<file path="config.mk">
export PLATFORM = sky130hd
export DESIGN_NAME = lbk_arbiter_router
export DESIGN_NICKNAME = d
export VERILOG_FILES = /design/src/rtl/lbk_pkg.sv /design/src/rtl/lbk_frame_timer.sv /design/src/rtl/lbk_mode_arbiter.sv /design/src/rtl/lbk_lane_router.sv /design/src/rtl/lbk_arbiter_router.sv
export SDC_FILE = /design/constraint.sdc
export NUM_CORES = 1
export LEC_CHECK = 0
export BUFFER_PORTS_ARGS = -buffer_cell sky130_fd_sc_hd__buf_2
export CORE_ASPECT_RATIO = 1.25
export CORE_MARGIN = 3
export CORE_UTILIZATION = 43
export CTS_CLUSTER_DIAMETER = 30
export DETAILED_ROUTE_END_ITERATION = 6
export PLACE_DENSITY = 0.76
export SLEW_MARGIN = 20
export SYNTH_ARGS = -nofsm -noshare
export SYNTH_HDL_FRONTEND = slang
export SYNTH_SLANG_ARGS = --single-unit
</file>
<file path="constraint.sdc">
create_clock -name clk -period 1.5 [get_ports clk]
set_clock_uncertainty 0.05 [all_clocks]
set_input_delay 0.15 -clock clk [delete_from_list [all_inputs] [get_ports clk]]
set_output_delay 0.15 -clock clk [all_outputs]
set_load 0.02 [all_outputs]
</file>
<file path="src/rtl/lbk_pkg.sv">
package lbk_pkg;

  typedef enum logic [1:0] {
    LB_NORMAL = 2'd0,
    LB_LOCAL  = 2'd1,
    LB_INIT   = 2'd2,
    LB_ANSWER = 2'd3
  } lb_mode_e;

endpackage

</file>
<file path="src/rtl/lbk_frame_timer.sv">
module lbk_frame_timer #(
  parameter int FRAME_LEN = 8
) (
  input  logic clk,
  input  logic rst,
  output logic frm_last_o
);
  localparam int CW = (FRAME_LEN > 2) ? $clog2(FRAME_LEN) : 1;
  localparam logic [CW-1:0] LAST = CW'(FRAME_LEN - 1);

  logic [CW-1:0] cnt_q;

  always_ff @(posedge clk) begin
    if (rst) begin
      cnt_q <= '0;
    end else if (cnt_q == LAST) begin
      cnt_q <= '0;
    end else begin
      cnt_q <= cnt_q + 1'b1;
    end
  end

  assign frm_last_o = (cnt_q == LAST);

endmodule

</file>
<file path="src/rtl/lbk_mode_arbiter.sv">
module lbk_mode_arbiter
  import lbk_pkg::*;
(
  input  logic     clk,
  input  logic     rst,
  input  logic     frm_last_i,
  input  logic     loc_req_i,
  input  logic     rem_req_i,
  input  logic     far_req_i,
  input  logic     link_ok_i,
  output lb_mode_e mode_o,
  output logic     flag_o
);
  lb_mode_e mode_q, mode_d;
  logic     flag_q, flag_d;
  logic     answer_win;
  logic     init_win;

  // Fixed priority: local, then answering the far end, then initiating.
  always_comb begin
    answer_win = far_req_i & link_ok_i & ~loc_req_i;
    init_win   = rem_req_i & ~loc_req_i & ~(far_req_i & link_ok_i);
    flag_d     = init_win;
    if (loc_req_i) begin
      mode_d = LB_LOCAL;
    end else if (answer_win) begin
      mode_d = LB_ANSWER;
    end else if (init_win && link_ok_i) begin
      mode_d = LB_INIT;
    end else begin
      mode_d = LB_NORMAL;
    end
  end

  always_ff @(posedge clk) begin
    if (rst) begin
      mode_q <= LB_NORMAL;
      flag_q <= 1'b0;
    end else if (frm_last_i) begin
      mode_q <= mode_d;
      flag_q <= flag_d;
    end
  end

  assign mode_o = mode_q;
  assign flag_o = flag_q;

endmodule

</file>
<file path="src/rtl/lbk_lane_router.sv">
module lbk_lane_router
  import lbk_pkg::*;
#(
  parameter int W = 8
) (
  input  logic         clk,
  input  logic         rst,
  input  lb_mode_e     mode_i,
  input  logic [W-1:0] tx_i,
  input  logic [W-1:0] rx_i,
  output logic [W-1:0] line_o,
  output logic [W-1:0] rcv_o
);
  logic [W-1:0] line_d, rcv_d;

  always_comb begin
    line_d = tx_i;
    rcv_d  = rx_i;
    case (mode_i)
      LB_LOCAL:  rcv_d  = tx_i;
      LB_ANSWER: line_d = rx_i;
      default: ;
    endcase
  end

  always_ff @(posedge clk) begin
    if (rst) begin
      line_o <= '0;
      rcv_o  <= '0;
    end else begin
      line_o <= line_d;
      rcv_o  <= rcv_d;
    end
  end

endmodule

</file>
<file path="src/rtl/lbk_arbiter_router.sv">
module lbk_arbiter_router
  import lbk_pkg::*;
#(
  parameter int FRAME_LEN = 8,
  parameter int PRI_W     = 8,
  parameter int AUX_W     = 2
) (
  input  logic             clk,
  input  logic             rst,
  input  logic             loc_lb_req_i,
  input  logic             rem_lb_req_i,
  input  logic             far_lb_flag_i,
  input  logic             link_ok_i,
  input  logic [PRI_W-1:0] tx_pri_i,
  input  logic [AUX_W-1:0] tx_aux_i,
  input  logic [PRI_W-1:0] rx_pri_i,
  input  logic [AUX_W-1:0] rx_aux_i,
  output logic [PRI_W-1:0] line_pri_o,
  output logic [AUX_W-1:0] line_aux_o,
  output logic [PRI_W-1:0] rcv_pri_o,
  output logic [AUX_W-1:0] rcv_aux_o,
  output logic             lb_flag_o
);
  logic     frm_last;
  lb_mode_e mode_q;

  lbk_frame_timer #(.FRAME_LEN(FRAME_LEN)) u_timer (
    .clk        (clk),
    .rst        (rst),
    .frm_last_o (frm_last)
  );

  lbk_mode_arbiter u_arb (
    .clk        (clk),
    .rst        (rst),
    .frm_last_i (frm_last),
    .loc_req_i  (loc_lb_req_i),
    .rem_req_i  (rem_lb_req_i),
    .far_req_i  (far_lb_flag_i),
    .link_ok_i  (link_ok_i),
    .mode_o     (mode_q),
    .flag_o     (lb_flag_o)
  );

  lbk_lane_router #(.W(PRI_W)) u_pri (
    .clk    (clk),
    .rst    (rst),
    .mode_i (mode_q),
    .tx_i   (tx_pri_i),
    .rx_i   (rx_pri_i),
    .line_o (line_pri_o),
    .rcv_o  (rcv_pri_o)
  );

  lbk_lane_router #(.W(AUX_W)) u_aux (
    .clk    (clk),
    .rst    (rst),
    .mode_i (mode_q),
    .tx_i   (tx_aux_i),
    .rx_i   (rx_aux_i),
    .line_o (line_aux_o),
    .rcv_o  (rcv_aux_o)
  );

endmodule

</file>
==> Word-level counts from Yosys, hierarchy flattened <==
Cells that the tools add are included.
{ "totals": {"output_inout_bits": 21, "input_bits": 26, "reg_bits": 26} }
{ "op_classes": {"bitwise_logic": 6, "n_reduce_logical": 2, "add_sub_neg": 1, "n_eq_ne": 3, "muxes": 7} }
{ "ops": {"columns": ["op", "n"], "rows": [
  ["8-bit two-way mux", 2],
  ["2-bit two-way mux", 5],
  ["1-bit bitwise AND", 4],
  ["3-bit by 1-bit adder with 3-bit output, second input constant", 1],
  ["3-bit == test, second input constant", 1],
  ["2-bit by 1-bit == test with 1-bit output, second input constant", 1],
  ["2-bit == test, second input constant", 1],
  ["1-bit inverter", 2],
  ["2-bit OR reduction", 1],
  ["1-bit logical AND", 1]
]} }

==> Depth between registers and ports, before layout <==
Gate-level depths: netlist of run 1.
{ "logic_depth": {"ltp_word": 7, "mapped_depth": 5, "mapped_depth_nobuf": 4} }

==> Hierarchy <==
From an unflattened synthesis of run 1, not the netlist that was laid out.
{ "hier_totals": {"hier_cells": 91, "hier_area_um2": 1047.3} }
{ "modules_own_cells": {"columns": ["module", "cells_each", "area_per_inst_um2", "n_inst"], "rows": [
  ["lbk_lane_router at u_pri", 56, 650.6, 1],
  ["lbk_lane_router at u_aux", 14, 167.7, 1],
  ["lbk_mode_arbiter", 13, 123.9, 1],
  ["lbk_frame_timer", 8, 105.1, 1]
]} }

==> Least setup slack after synthesis of run 1 <==
Ideal clock, no wire load.
{ "synth_timing": {"path_kind": "register -> register", "start": "register u_timer.cnt_q[0]", "end": "register u_arb.flag_q, in the netlist u_arb.flag_o", "t_required_ns": 1.380, "period_less_slack_ns": 1.142, "arrival_time_ns": 1.022, "setup_time_ns": 0.070, "stages_incl_launch_ff": 6, "setup_slack_ns": 0.358, "path_cell_list": "dfxtp_1 ha_1 ha_1 buf_2 nand2b_1 a21oi_1"} }
{ "synth_between": {"elab_chain_len": 1} }
{ "synth_lines": {"columns": ["item", "line", "text"], "rows": [
  ["start: declaration", "lbk_frame_timer.sv:11", "logic [CW-1:0] cnt_q;"],
  ["start signal: assignment", "lbk_frame_timer.sv:19", "cnt_q <= cnt_q + 1'b1;"],
  ["3-bit == test", "lbk_frame_timer.sv:23", "assign frm_last_o = (cnt_q == LAST);"],
  ["end signal: assignment", "lbk_mode_arbiter.sv:41", "flag_q <= flag_d;"],
  ["end: declaration", "lbk_mode_arbiter.sv:15", "logic flag_q, flag_d;"]
]} }
No other way between the ends.
A chain may end at the register's enable or synchronous reset.

==> Worst setup path after layout of run 1 <==
{ "layout_timing": {"start": "register u_timer.cnt_q[0]", "end": "register u_arb.mode_q[1], in the netlist u_arb.mode_o[1]"} }
{ "layout_between": {"elab_chain_len": 1} }
{ "layout_lines": {"columns": ["item", "line", "text"], "rows": [
  ["3-bit == test", "lbk_frame_timer.sv:23", null],
  ["end signal: assignment", "lbk_mode_arbiter.sv:40", "mode_q <= mode_d;"],
  ["end: declaration", "lbk_mode_arbiter.sv:14", "lb_mode_e mode_q, mode_d;"]
]} }
No other way between the ends.

==> qor.yml, run 1 <==
status: "finished clean"
via_per_inst: 4.915
cts_tree: "yes"
synth_mux_area_share_pct: 0
cts_resized: 0
period_share_pct: 79.99
grt_max_degree: 27
p_sw_uw: 289.1
die_x_um: 47.73
grt-ovfl-total: 0
synth_compound_area_share_pct: 14.04
final_cell_count_no_fill: 177
layout_common_cells: "buf_2, nand2_1, dfxtp_1"
rows: 18
synthesis.area_um2: 935.9
cp_max_fo: 9
cpMostUsedCell: "ha_1"
start_util_pct: 46.17
grt_usage_pct: 15.16
drc: 0
cts.clk_slew.worst_paths_ns: 0.13
io_pins: 47
wire_per_inst_um: 11.40
leakagePower_nw: 0.6085
cts_setup_buffers: 0
slew_violations: 0
synth_xor_xnor_area_share_pct: 0
cts_sinks: 26
synthAdderAreaFrac_pct: 2.674
cp_num_buf_inv: 0
cts.hold.buffers_added: 0
cts.path.max_buffers: 2
worstPathRequired_ns: 1.70
power_frac_seq_pct: 60.0
worst_slew_pin_slew_ns: 0.4579
fp.dieH_um: 58.16
drtIter0Drc: 15
hold_viol_final: 0
slowest_stage: "dfxtp_1"
crit_path_start_kind: "flop"
synthCells: 112
synth_fp_nets: 140
place.gp.congestion: 0.7105
cts_buffers: 3
post-route-min-period_ns: 1.200
route.vias.total: 870
vdd_drop_max_mv: 0.6535
slew_headroom_pct: 69.47
critPathTopFamily: "adder cells"
die_area_mm2: 0.002776
yosysSeqAreaShare_pct: 55.61
path_class: "reg -> reg"
crit_arrival_ns: 1.40
rsz0062_at_grt: "false"
hpwl_um: 1532
cts_root_buffer: "clkbuf_4"
p_int_uw: 939.4
postRouteAntennaNets: 0
fmax_mhz: 833.4
grt_pass1_wl_um: 3139
grt_pass1_vias: 750
critPathMaxStageDelay_ns: 0.33
end_kind: "flop"
diodes: 0
layout_commonest_cell: "buf_2"
clk_latency_ns: 0.31
cap_violations: 0
clock_power_share_pct: 27.2
wirelength_um: 2017
core-area_mm2: 0.002027
crit_chain: "ha_1 -> ha_1 -> nand2b_1 -> a21oi_1"
antenna_found_initial: 0
final_nets: 186
dp_cells: 173
port_buffers: 46
switching_share_pct: 23.54
power.density_mw_per_mm2: 1023
yosysWarnings: 0
drive_gt1_share_pct: 33.12
tns_ns: 0
synth_top_family_by_area: "simple AND/OR/NAND/NOR gates"
finalSetupViolCount: 0
placed_area_mm2: 0.001165
avgSynthCellArea_um2: 8.356
first_pass_iters: 4
p_comb_share_pct: 12.9
syn_to_final_growth_pct: 28.34
synth-simple-area-share_pct: 22.86
ys_types: 17
final_cell_area_mm2: 0.001201
hold_class: "in -> reg"
ys_ff_latch: 26
cts-htree-levels: 1
==> worst register-to-register path: cells and delay by family, from the launching register on <==
family,cells,cell delay (ns)
and+or+nand+nor,1,0.19
DFF,1,0.33
AOI/OAI and AO/OA,1,0.11
adders and majority gates,2,0.46
==> per-stage QoR <==
stage	power [mW]	hold slack, ns	worst slack [ns]	utilization [%]
after floorplan	0.8366	0.2360	0.3585	-
after global placement	0.9053	0.3519	0.3551	57.47
after detailed placement	0.9119	0.3593	0.3158	57.47
after CTS	1.244	0.01568	0.2891	59.26
after global routing	1.292	0.005809	0.1589	59.26
final	1.228	0.02645	0.3002	59.26
==> registers in the layout, summed over array words and instances (netlist names) <==
register and flops:
u_arb.flag_o 1, u_arb.mode_o 2, u_aux.line_o 2, u_aux.rcv_o 2
u_pri.line_o 8, u_pri.rcv_o 8, u_timer.cnt_q 3
==> power groups by stage <==
stage / logic, mW / registers [mW] / clock network (mW)
floorplan: 0.0456 / 0.791 / 0
global placement: 0.154 / 0.751 / 0
detailed placement: 0.159 / 0.753 / 0
CTS: 0.160 / 0.737 / 0.347
global route: 0.177 / 0.741 / 0.375
finish: 0.158 / 0.737 / 0.334
==> final cells by class <==
type / count / area (um^2)
Clock buffer: 4 / 36.28
Fill cell: 191 / 825.8
Inverter: 1 / 3.754
Multi-Input combinational cell: 78 / 370.4
Sequential cell: 26 / 520.5
Tap cell: 20 / 25.02
Timing Repair Buffer: 48 / 245.2
==> cell usage after synthesis, drive strengths merged <==
library cell	count	share of area, %
nor2	1	0.40
nand2	41	16
and2	1	0.67
nand3	1	0.53
inv	1	0.40
clkbuf	1	0.40
a211oi	1	0.80
o2111ai	1	0.94
dfxtp	26	56
ha	2	2.7
nor3	1	0.53
buf	6	4.0
nor2b	1	0.67
nand2b	3	2.0
nor3b	2	1.6
a21oi	23	12
==> final timing paths <==
check / from / end / slack [ns] / cells after the start
worst max-delay path: u_timer.cnt_q[0] / u_arb.mode_o[1] / 0.30 / 4
worst min-delay path: tx_pri_i[3] / u_pri.rcv_o[3] / 0.03 / 3
worst max register to register: u_timer.cnt_q[0] / u_arb.mode_o[1] / 0.30 / 4
worst min register to register: u_timer.cnt_q[0] / u_timer.cnt_q[0] / 0.39 / 1
==> layer usage <==
layer | vias up | wire length [um] | global-route usage [%]
met5 | - | 0 | 0
met4 | 0 | 15 | 4.615
met3 | 2 | 144 | 2.795
met2 | 31 | 1022 | 25.33
met1 | 383 | 834 | 19.04
li1 | 454 | - | -
==> cell families (layout without fill, tap and decap cells) <==
family,count (synthesis),after routing
buffers and inverters,8,53
adder cells (fa/ha/maj),2,2
AO/OA/AOI/OAI,25,25
AND/OR/NAND/NOR,51,51
flip-flops,26,26
Note: power is estimated with default switching activity, not from simulation.
==> inputs of run 2 (changes only) <==
Clock period 1.5 ns to 1.24 ns, I/O delays scaled along.
==> run 2 against run 1 <==
The run now ends with negative hold slack left. Cell area grew 19%. Combinational power grew 56%. Global-route usage grew 3.8 points. Sequential power grew 21%. Setup slack lost 0.18 ns. Die area is the same. First-iteration DRC count grew 110%. Sequential cell count is the same. Fmax grew 7.0%. Critical path type unchanged. Largest power group unchanged.
==> qor.yml, run 2 (same netlist as run 1, synthesis figures left out) <==
status: "finished, violations left"
violations: "negative hold slack"
leakagePower_nw: 0.6974  # +15%
rows: 18  # unchanged
slew_headroom_pct: 70.36  # +0.88 points
clk_latency_ns: 0.33  # +0.02 ns
route.vias.total: 990  # +14%
wire_per_inst_um: 12.41  # +8.9%
p_sw_uw: 391.6  # +35%
first_pass_iters: 4  # unchanged
slowest_stage: "dfxtp_1"
path_class: "reg -> reg"
die_area_mm2: 0.002776  # unchanged
grt_max_degree: 27  # unchanged
power_frac_seq_pct: 51.9  # -8.1 points
power.density_mw_per_mm2: 1200  # +17%
min_path_cells: 3  # unchanged
switching_share_pct: 22.77  # -0.77 points
diodes: 0  # unchanged
layout_commonest_cell: "buf_2"
io_pins: 47  # unchanged
p_comb_share_pct: 14.3  # +1.4 points
cts.path.max_buffers: 2  # unchanged
fp.dieH_um: 58.16  # unchanged
grt_pass1_wl_um: 3801  # +21%
drive_gt1_share_pct: 31.07  # -2.0 points
end_kind: "flop"
whs_ns: -0.001375  # -0.02783 ns
cp_max_fo: 9  # unchanged
cts-htree-levels: 1  # unchanged
port_buffers: 46  # unchanged
syn_to_final_growth_pct: 53.21
vdd_drop_max_mv: 0.6751  # +3.3%
crit_arrival_ns: 1.33  # -0.07 ns
cts.clk_slew.worst_paths_ns: 0.15  # +0.02 ns
critPathMaxStageDelay_ns: 0.34  # about the same
worst_slew_pin_slew_ns: 0.4447  # -0.01321 ns
antenna_found_initial: 0  # unchanged
final_nets: 206  # +11%
cts_root_buffer: "clkbuf_4"
clock_power_share_pct: 33.8  # +6.6 points
fin_util_pct: 70.74  # +11 points
wirelength_um: 2444  # +21%
period_share_pct: 90.45  # +10 points
layout_common_cells: "buf_2, nand2_1, dfxtp_1"
crit_chain: "ha_1 -> ha_4 -> nand2b_1 -> a21oi_1"
slew_violations: 0  # unchanged
grt_usage_pct: 18.94  # +3.8 points
grt_pass1_vias: 972  # +30%
rr_worst_depth: 4  # unchanged
postRouteAntennaNets: 0  # unchanged
start_util_pct: 46.17  # unchanged
worstPathRequired_ns: 1.45  # -0.25 ns
cap_violations: 0  # unchanged
final_cell_count_no_fill: 197  # +11%
tns_ns: 0  # unchanged
reg_top3: "u_pri.line_o: 8 flops, u_pri.rcv_o: 8 flops, u_timer.cnt_q: 3 flops"
place.gp.congestion: 0.7121  # +0.23%
hold_viol_final: 1  # +1
rsz0062_at_grt: "false"
cts_tree: "yes"
hold_class: "in -> reg"
drc: 0  # unchanged
hpwl_um: 1515  # -1.1%
drtIter0Drc: 31  # +16
grt-ovfl-total: 0  # unchanged
cts_sinks: 26  # unchanged
finalSetupViolCount: 0  # unchanged
die_x_um: 47.73  # unchanged
core-area_mm2: 0.002027  # unchanged
cts_setup_buffers: 0  # unchanged
dp_cells: 173  # unchanged
via_per_inst: 5.025  # +2.2%
p_int_mw: 1.328  # +41%
crit_path_start_kind: "flop"
post-route-min-period_ns: 1.122  # -0.07820 ns
cts_buffers: 3  # unchanged
fmax_mhz: 891.6  # +7.0%
==> run 2: cell types whose count changed in the layout (fill, tap and decap cells not counted) <==
cell,previous run,this run
and2_1,1,0
and2_2,0,1
bufinv_16,0,1
clkbuf_8,1,0
dlygate4sd3_1,0,20
ha_1,2,1
ha_4,0,1
nand2b_1,3,2
nand2b_2,0,1
==> run 2: layout make-up <==
type	count	area [um^2]
multi-input combinational	78	386.6
fill	161	593.1
timing repair buffer	68	445.4
tap	20	25.02
inverter	1	3.754
clock buffer	3	22.52
sequential	26	520.5
clock inverter	1	30.03
==> run 2: path summary, 6_finish.rpt <==
path                      endpoint              from  slack [ns]
setup / recovery   u_arb.mode_o[1]  u_timer.cnt_q[0]        0.12
hold / removal        u_arb.flag_o      rem_lb_req_i      -0.001
setup reg to reg   u_arb.mode_o[1]  u_timer.cnt_q[0]        0.12
hold reg to reg   u_timer.cnt_q[0]  u_timer.cnt_q[0]        0.38
==> run 2: power groups by stage <==
stage / Clock [mW] / Combinational (mW) / Sequential (mW)
after floorplan: 0 / 0.0552 / 0.957
after global placement: 0 / 0.186 / 0.908
after detailed placement: 0 / 0.193 / 0.910
after CTS: 0.591 / 0.242 / 0.891
after global routing: 0.628 / 0.273 / 0.897
final: 0.581 / 0.246 / 0.892
==> run 2: worst max-delay path, delay by kind of cell (launching register included) <==
kind	cells	cell delay, ns
adder cells (fa/ha/maj)	2	0.41
flip-flops	1	0.34
AND/OR/NAND/NOR	1	0.14
AO/OA/AOI/OAI	1	0.10
==> run 2: repair_timing <==
action / 4_1_cts / 5_1_grt
endpoints found under the hold margin: 19 / 0
setup endpoints to repair: 0 / 14
gates resized for setup: 0 / 4
hold buffers: 20 / 0
==> run 2: per-layer routing <==
metal	routed length (um)	track usage (%)	vias to the layer above
li1	-	-	492
met1	940	19.69	441
met5	0	0	-
met3	196	2.174	6
met2	1262	34.78	51
met4	44	9.231	0
==> run 2: through the flow <==
stage | instance area, um^2 | setup WS, ns | total power, mW
floorplan | 935.9 | 0.09849 | 1.012
global placement | 1165 | 0.09324 | 1.095
detailed placement | 1165 | 0.04612 | 1.103
CTS | 1418 | 0.007162 | 1.724
global route | 1434 | 0.04354 | 1.798
finish | 1434 | 0.1184 | 1.720
